$ cat config.mk
export PLATFORM = sky130hd
export DESIGN_NAME = dac_softmute
export DESIGN_NICKNAME = d
export VERILOG_FILES = /design/src/rtl/dsm_pkg.sv /design/src/rtl/dsm_zero_det.sv /design/src/rtl/dsm_chan.sv /design/src/rtl/dac_softmute.sv
export SDC_FILE = /design/constraint.sdc
export NUM_CORES = 1
export LEC_CHECK = 0
export BUFFER_PORTS_ARGS = -buffer_cell sky130_fd_sc_hd__buf_2
export CORE_UTILIZATION = 45
export CTS_CLUSTER_DIAMETER = 30
export DETAILED_ROUTE_END_ITERATION = 6
export GPL_ROUTABILITY_DRIVEN = 0
export GPL_TIMING_DRIVEN = 0
export PLACE_DENSITY = 0.63
export RECOVER_POWER = 100
export SYNTH_ARGS = -nofsm -noshare
export SYNTH_HDL_FRONTEND = slang
export SYNTH_SLANG_ARGS = --single-unit
$ cat constraint.sdc
create_clock -name clk -period 3.65 [get_ports clk]
set_input_delay 0.5475 -clock clk [delete_from_list [all_inputs] [get_ports clk]]
set_output_delay 0.5475 -clock clk [all_outputs]
set_load 0.03 [all_outputs]
$ cat src/rtl/dsm_pkg.sv
package dsm_pkg;

    typedef enum logic [1:0] {
        MC_PASS  = 2'b00,
        MC_MUTE  = 2'b01,
        MC_ZDET  = 2'b10,
        MC_SPARE = 2'b11
    } mute_code_e;

    typedef enum logic [1:0] {
        ACT_PASS  = 2'b00,
        ACT_DECAY = 2'b01,
        ACT_CLAMP = 2'b10
    } chan_act_e;

    typedef struct packed {
        logic      clamp;
        chan_act_e act;
    } path_ctl_t;

    // Mode plus silence status gives the per-channel action for this strobe.
    function automatic path_ctl_t decode_ctl(mute_code_e mc, logic silent_hit);
        path_ctl_t c;
        c.clamp = (mc == MC_ZDET) && silent_hit;
        if (c.clamp)
            c.act = ACT_CLAMP;
        else if (mc == MC_MUTE)
            c.act = ACT_DECAY;
        else
            c.act = ACT_PASS;
        return c;
    endfunction

endpackage

$ cat src/rtl/dsm_zero_det.sv
module dsm_zero_det #(
    parameter int unsigned W     = 24,
    parameter int unsigned NCH   = 2,
    parameter int unsigned LIMIT = 1024
) (
    input  logic               clk,
    input  logic               rst,
    input  logic               stb,
    input  logic [NCH*W-1:0]   din,
    output logic               hit_next
);
    localparam int unsigned CW = $clog2(LIMIT + 1);
    localparam logic [CW-1:0] LIM = CW'(LIMIT);

    logic [NCH-1:0] ch_zero;
    logic           all_zero;
    logic [CW-1:0]  cnt_q, cnt_d;

    for (genvar c = 0; c < NCH; c++) begin : g_zchk
        assign ch_zero[c] = (din[c*W +: W] == '0);
    end

    assign all_zero = &ch_zero;

    always_comb begin
        if (!all_zero)
            cnt_d = '0;
        else if (cnt_q == LIM)
            cnt_d = cnt_q;
        else
            cnt_d = cnt_q + 1'b1;
    end

    assign hit_next = (cnt_d == LIM);

    always_ff @(posedge clk) begin
        if (rst)
            cnt_q <= '0;
        else if (stb)
            cnt_q <= cnt_d;
    end

    AST_CNT_BOUND: assert property (@(posedge clk) disable iff (rst)
        cnt_q <= LIM) else $error("count above limit");

    AST_NZ_CLEAR: assert property (@(posedge clk) disable iff (rst)
        (stb && (din != '0)) |=> (cnt_q == '0)) else $error("count not cleared");

    AST_CNT_HOLD: assert property (@(posedge clk) disable iff (rst)
        !stb |=> $stable(cnt_q)) else $error("count moved without strobe");

endmodule

$ cat src/rtl/dsm_chan.sv
module dsm_chan
    import dsm_pkg::*;
#(
    parameter int unsigned W  = 24,
    parameter int unsigned SH = 6
) (
    input  logic                clk,
    input  logic                rst,
    input  logic                stb,
    input  chan_act_e           act,
    input  logic signed [W-1:0] din,
    output logic signed [W-1:0] dout
);
    logic signed [W-1:0] y_q;
    logic signed [W-1:0] step;

    assign step = y_q >>> SH;

    always_ff @(posedge clk) begin
        if (rst)
            y_q <= '0;
        else if (stb) begin
            unique case (act)
                ACT_PASS:  y_q <= din;
                ACT_DECAY: y_q <= y_q - step;
                ACT_CLAMP: y_q <= '0;
                default:   y_q <= din;
            endcase
        end
    end

    assign dout = y_q;

    AST_NO_SIGN_FLIP: assert property (@(posedge clk) disable iff (rst)
        (stb && act == ACT_DECAY) |=> (y_q == '0 || y_q[W-1] == $past(y_q[W-1])))
        else $error("decay crossed zero");

    AST_CLAMP_ZERO: assert property (@(posedge clk) disable iff (rst)
        (stb && act == ACT_CLAMP) |=> (y_q == '0)) else $error("clamp not zero");

endmodule

$ cat src/rtl/dac_softmute.sv
module dac_softmute
    import dsm_pkg::*;
#(
    parameter int unsigned W       = 24,
    parameter int unsigned NCH     = 2,
    parameter int unsigned ZLIMIT  = 1024,
    parameter int unsigned DSHIFT  = 6
) (
    input  logic             clk,
    input  logic             rst,
    input  logic             smp_stb,
    input  logic [1:0]       mode_code,
    input  logic [NCH*W-1:0] smp_in,
    output logic [NCH*W-1:0] smp_out,
    output logic             force_mid,
    output logic             zero_n
);
    mute_code_e mc;
    logic       silent_hit;
    path_ctl_t  ctl;
    logic       force_q, zn_q;

    assign mc  = mute_code_e'(mode_code);
    assign ctl = decode_ctl(mc, silent_hit);

    dsm_zero_det #(.W(W), .NCH(NCH), .LIMIT(ZLIMIT)) zdet_i (
        .clk      (clk),
        .rst      (rst),
        .stb      (smp_stb),
        .din      (smp_in),
        .hit_next (silent_hit)
    );

    for (genvar c = 0; c < NCH; c++) begin : g_chan
        logic signed [W-1:0] ch_out;
        dsm_chan #(.W(W), .SH(DSHIFT)) chan_i (
            .clk  (clk),
            .rst  (rst),
            .stb  (smp_stb),
            .act  (ctl.act),
            .din  (smp_in[c*W +: W]),
            .dout (ch_out)
        );
        assign smp_out[c*W +: W] = ch_out;
    end

    always_ff @(posedge clk) begin
        if (rst) begin
            force_q <= 1'b0;
            zn_q    <= 1'b1;
        end else if (smp_stb) begin
            force_q <= ctl.clamp;
            zn_q    <= !ctl.clamp;
        end
    end

    assign force_mid = force_q;
    assign zero_n    = zn_q;

    AST_FLAG_PAIR: assert property (@(posedge clk) disable iff (rst)
        force_mid == !zero_n) else $error("flags disagree");

    AST_FORCE_OUT_ZERO: assert property (@(posedge clk) disable iff (rst)
        force_mid |-> (smp_out == '0)) else $error("forced but not mid-scale");

    AST_PASS_THRU: assert property (@(posedge clk) disable iff (rst)
        (smp_stb && (mode_code == 2'b00 || mode_code == 2'b11)) |=> (smp_out == $past(smp_in)))
        else $error("pass-through mismatch");

    AST_NO_ZD_FLAG: assert property (@(posedge clk) disable iff (rst)
        (smp_stb && mode_code != 2'b10) |=> zero_n) else $error("flag outside zero-detect");

    AST_QUIET: assert property (@(posedge clk) disable iff (rst)
        !smp_stb |=> ($stable(smp_out) && $stable(force_mid) && $stable(zero_n)))
        else $error("change without strobe");

endmodule

# [Yosys cells after proc, flatten, opt, wreduce, memory -nomap -nowiden]
# Cells that the tools add are included.
[totals] ff_bits=61 out_inout_bits=50
[op_classes] n_addsub=3 n_eq_ne=6 n_mux=6 reduce_logical=5
[op_table] operator="$pmux 24 s2" n=2
[op_table] operator="$logic_not 24->1" n=2
[op_table] operator="$sub 24x18->24" n=2
[op_table] operator="$eq 11x11->1 const B" n=2
[op_table] operator="$mux 11" n=2
[op_table] operator="$add 11x1->11 const B" n=1
[op_table] operator="$eq 2x1->1 const B" n=2
[op_table] operator="$eq 2x2->1 const B" n=2
[op_table] operator="$mux 2" n=1
[op_table] operator="$reduce_and 2->1" n=1
[op_table] operator="$logic_and 1x1->1" n=1
[op_table] operator="$logic_not 1->1" n=1
[op_table] operator="$mux 1" n=1

# [Longest topological paths before layout]
[depth] word_depth=8 depth_mapped=13 depth_no_buf=12

# [Modules after synthesis]
# Synthesis repeated with hierarchy kept, for this count alone.
[unflattened] hier_cells=808 area_unflattened_um2=5885.6
[modules_own_cells] module="dsm_chan" n_inst=2 cells_each=343 area_each_um2=2471.1
[modules_own_cells] module="dsm_zero_det" n_inst=1 cells_each=112 area_each_um2=855.8
[modules_own_cells] module="dac_softmute" n_inst=1 cells_each=10 area_each_um2=87.6

# [Worst setup path after synthesis]
# OpenSTA, ideal clock, no wires.
[synth_path] path_type="register to register" from="register g_chan[1].chan_i.y_q[6]" to="register g_chan[1].chan_i.y_q[22]" setup_ns=0.095 arrival_ns=2.863 required_ns=3.555 slack_ns=0.691 path_stages_with_launch=12 synth_period_minus_slack_ns=2.959 path_cell_list="dfxtp_1 > ha_1 > inv_1 > fa_1 > and2_1 > o31ai_1 > o21ai_0 > o21ai_0 > o311ai_0 > nor3b_1 > o21ai_0 > a221oi_1"
[synth_via] elab_chain_len=2
[synth_rtl] element="start, declared" line="dsm_chan.sv:14" source="logic signed [W-1:0] y_q;"
[synth_rtl] element="start signal, assigned" line="dsm_chan.sv:24" source="ACT_PASS: y_q <= din;"
[synth_rtl] element="start signal, assigned" line="dsm_chan.sv:25" source="ACT_DECAY: y_q <= y_q - step;"
[synth_rtl] element="start signal, assigned" line="dsm_chan.sv:27" source="default: y_q <= din;"
[synth_rtl] element="$sub 24x18->24" line="dsm_chan.sv:25"
[synth_rtl] element="$pmux 24 s2" line="dsm_chan.sv:23" source="unique case (act)"
# Every way passes these cells.
# A chain may end at the register's enable or synchronous reset.

# [Worst setup path after layout]
[layout_path] from="input port smp_in[20]" to="register g_chan[1].chan_i.y_q[15]"
[layout_via] elab_chain_len=8 elab_cells_between_ends=9
[layout_rtl] element="start, declared" line="dac_softmute.sv:13" source="input logic [NCH*W-1:0] smp_in,"
[layout_rtl] element="$logic_not 24->1 *" line="dsm_zero_det.sv:20" source="assign ch_zero[c] = (din[c*W +: W] == '0);"
[layout_rtl] element="$reduce_and 2->1 *" line="dsm_zero_det.sv:23" source="assign all_zero = &ch_zero;"
[layout_rtl] element="$mux 11 *" line="dsm_zero_det.sv:26" source="if (!all_zero)"
[layout_rtl] element="$eq 11x11->1 *" line="dsm_zero_det.sv:34" source="assign hit_next = (cnt_d == LIM);"
[layout_rtl] element="$logic_and 1x1->1 *" line="dsm_pkg.sv:24" source="c.clamp = (mc == MC_ZDET) && silent_hit;"
[layout_rtl] element="$mux 2 *" line="dsm_pkg.sv:25" source="if (c.clamp)"
[layout_rtl] element="$eq 2x2->1 / $eq 2x1->1 (equally long branches)" line="dsm_chan.sv:23"
[layout_rtl] element="$pmux 24 s2 *" line="dsm_chan.sv:23"
# Mark *: on every way between the ends. The rest lies on a longest branch, timed or not.

==> flow_summary.json <==
{
  "outcome": "finished with violations",
  "violations": "design-rule violations",
  "hold_viol_final": 0,
  "num_vias": 5940,
  "p_sw_w": 0.00112,
  "cts_buffer_depth": 2,
  "timing.fmax_mhz": 287,
  "drv_slew": 0,
  "regArea_um2": 1220,
  "drt_iter0_drc": 480,
  "syn_area_um2": 5410,
  "relSlewSlack_pct": 41.7,
  "rows": 39,
  "ys.warnings.count": 0,
  "drc": 10,
  "synth_compound_area_share_pct": 33.1,
  "cts_setup_buffers": 0,
  "die-area_um2": 12500,
  "synth_mux_area_share_pct": 0.370,
  "drive_gt1_share_pct": 9.44,
  "fin_area_um2": 6270,
  "combPwrFrac_pct": 41.0,
  "multiInputGateArea_um2": 3760,
  "drt_wl_total_um": 18900,
  "final_nets": 914,
  "startpoint_type": "input pin",
  "dpl_cell_area_um2": 6090,
  "fin_crit_ns": 3.49,
  "pwr-share-seq_pct": 26.2,
  "grt_pass1_wl_um": 29500,
  "irDropWorstVdd_mv": 0.247,
  "ant_nets": 0,
  "finClkSkew_ns": 0.00957,
  "hold_buffers": 0,
  "antenna_found_initial": 0,
  "synth.avg_cell_area_um2": 7.74,
  "grtUsageTotal_pct": 30.3,
  "async_reset_ff_share_pct": 0,
  "wl_per_cell_um": 19.7,
  "die_y_um": 112,
  "synth_top_family_by_area": "compound AO/OA/AOI/OAI gates",
  "cts_tree": "built",
  "synth_top_area_share_pct": 22.6,
  "synthDistinctLibCells": 53,
  "fin_ws_ns": 0.163,
  "io_pins": 103,
  "cts_root_buf": "clkbuf_16",
  "p_int_w": 0.00181,
  "area_delta_synth_final_pct": 16.0,
  "post-route-util_pct": 54.2,
  "htreeDepth": 3,
  "clk_latency_ns": 0.34,
  "path_class": "in2reg",
  "critPathCaptureType": "flip-flop",
  "core_um2": 11600,
  "clk_pin_slew_ns": 0.06,
  "min_period_over_period_pct": 95.5,
  "synthSimpleGateAreaFrac_pct": 19.6,
  "synth_top_cell_by_area": "dfxtp_1",
  "ys_ff_latch": 61,
  "dp_hpwl_um": 14500,
  "setup_viol": 0,
  "worstHoldPathType": "reg2reg",
  "syn_inst": 699,
  "grt_max_degree": 12,
  "grt-ovfl-total": 0,
  "synth_adder_area_share_pct": 11.8,
  "p_leak_nw": 2.54,
  "initial_core_util_pct": 46.8,
  "via_per_inst": 6.19,
  "numPortBuffers": 101,
  "die_width_um": 112,
  "critPathArrivalTime_ns": 3.67,
  "path_max_fanout": 10,
  "cts_sinks": 61,
  "rsz0062_at_grt": "no",
  "synth.most_common_cell": "nor2_1",
  "firstDrtPassIters": 7,
  "swShare_pct": 38.4,
  "synth.cells.most_frequent": "64 x nor2_1, 61 x dfxtp_1, 53 x a21oi_1, 48 x ha_1, 45 x inv_1",
  "synth_ff_type": "dfxtp_1",
  "yosysSeqAreaShare_pct": 22.6,
  "cts_buffers": 9,
  "max_cap_viol_count": 0,
  "fillers": 1140,
  "clkPwrFrac_pct": 32.8,
  "diodes": 0,
  "fin_setup_tns_ns": 0,
  "cts.repair.resized": 0,
  "synth_top_cells_by_area": "dfxtp_1 23%, ha_1 11%, a21oi_1 4.9%, a211oi_1 4.7%, a221oi_2 4.7%",
  "crit_required_ns": 3.83,
  "powerDensity_nw_per_um2": 467,
  "grt_pass1_vias": 5534,
  "pre_cts_ws_ns": 0.265,
  "synth_xor_area_share_pct": 5.99,
  "synth_edf_count": 0,
  "synth_nets": 802,
  "tightest_slew_ns": 0.867
}
-- through the flow --
stage	total power [W]	hold WS (ns)	instances
finish	0.00293	0.492	959
global route	0.00308	0.494	959
CTS	0.00295	0.492	959
detailed placement	0.00199	0.480	943
global placement	0.00198	0.485	943
floorplan	0.00168	0.470	699
-- metal layers --
| layer | up-vias | global-route usage [%] | part of all wire [%] |
|---|---|---|---|
| li1 | 2856 | - | - |
| met4 | 0 | 12.0 | 3.1 |
| met3 | 42 | 5.28 | 7.9 |
| met1 | 2782 | 41.6 | 45 |
| met5 | - | 0 | 0 |
| met2 | 260 | 47.0 | 44 |
-- worst max-delay path, cell delays in order --
cell      delay (ns)
buf_2           0.11
nor4_1          0.47
nand4_1         0.23
nor3_1          0.76
nand2_1         0.15
o31a_1          0.33
clkbuf_1        0.29
buf_2           0.33
a221oi_1        0.36
a211oi_1        0.09
-- power groups by stage --
| stage | Combinational (W) | Clock [W] | Sequential (W) |
|---|---|---|---|
| 6_report | 0.00120 | 0.000961 | 0.000768 |
| 5_1_grt | 0.00132 | 0.000994 | 0.000772 |
| 4_1_cts | 0.00122 | 0.000966 | 0.000765 |
| 3_5_place_dp | 0.00121 | 0 | 0.000779 |
| 3_3_place_gp | 0.00120 | 0 | 0.000778 |
| 2_1_floorplan | 0.000821 | 0 | 0.000856 |
-- final timing paths --
| check | cells past startpoint | from | to | slack [ns] |
|---|---|---|---|---|
| max | 10 | smp_in[20] | g_chan[1].chan_i.dout[15] | 0.16 |
| min | 2 | g_chan[1].chan_i.dout[2] | g_chan[1].chan_i.dout[2] | 0.49 |
| max reg2reg | 12 | zdet_i.cnt_q[7] | g_chan[1].chan_i.dout[18] | 0.35 |
| min reg2reg | 2 | g_chan[1].chan_i.dout[2] | g_chan[1].chan_i.dout[2] | 0.49 |
-- registers in the layout (all words and copies together) (netlist names) --
| signal | cells |
|---|---|
| g_chan.chan_i.dout | 48 |
| force_mid | 1 |
| zdet_i.cnt_q | 11 |
| zero_n | 1 |
-- cell usage in the layout (no fill, tap or decap), types with 6 or more instances in the layout --
| cell type | synthesis | layout |
|---|---|---|
| xnor2_1 | 24 | 24 |
| and3_1 | 7 | 7 |
| nor3_1 | 16 | 16 |
| clkbuf_16 | 0 | 9 |
| a21oi_1 | 53 | 53 |
| and2_1 | 11 | 9 |
| a211oi_1 | 34 | 34 |
| clkbuf_1 | 28 | 81 |
| a21o_1 | 25 | 25 |
| o211ai_1 | 10 | 10 |
| ha_1 | 48 | 48 |
| nand2_1 | 41 | 41 |
| nor2b_1 | 6 | 6 |
| o21ai_0 | 41 | 40 |
| nor4_1 | 15 | 15 |
| nand4_1 | 10 | 10 |
| a221oi_1 | 12 | 24 |
| a31oi_1 | 9 | 9 |
| nand2b_1 | 7 | 7 |
| xor2_1 | 13 | 13 |
| dfxtp_1 | 61 | 61 |
| buf_2 | 3 | 51 |
| inv_1 | 45 | 45 |
| o21a_1 | 8 | 8 |
| nand3_1 | 15 | 15 |
| or3_1 | 9 | 9 |
| nor2_1 | 64 | 64 |
-- final cells by class --
cell class,count,share of cell area [%]
plain buffers,40,2.71
flip-flops and latches,61,19.5
repair buffers,101,7.02
clock buffers,11,4.03
inverters,45,2.69
well taps,143,2.85
multi-input cells,553,59.9
clock inverters,5,1.32
-- cells by family after synthesis --
logic type	after synthesis
xor gates and xnor gates	37
AOI/OAI and AO/OA	250
buffers and inverters	85
muxes	2
DFF	61
adders and majority gates	50
and+or+nand+nor	214
Power figures use the tool's default switching activity.
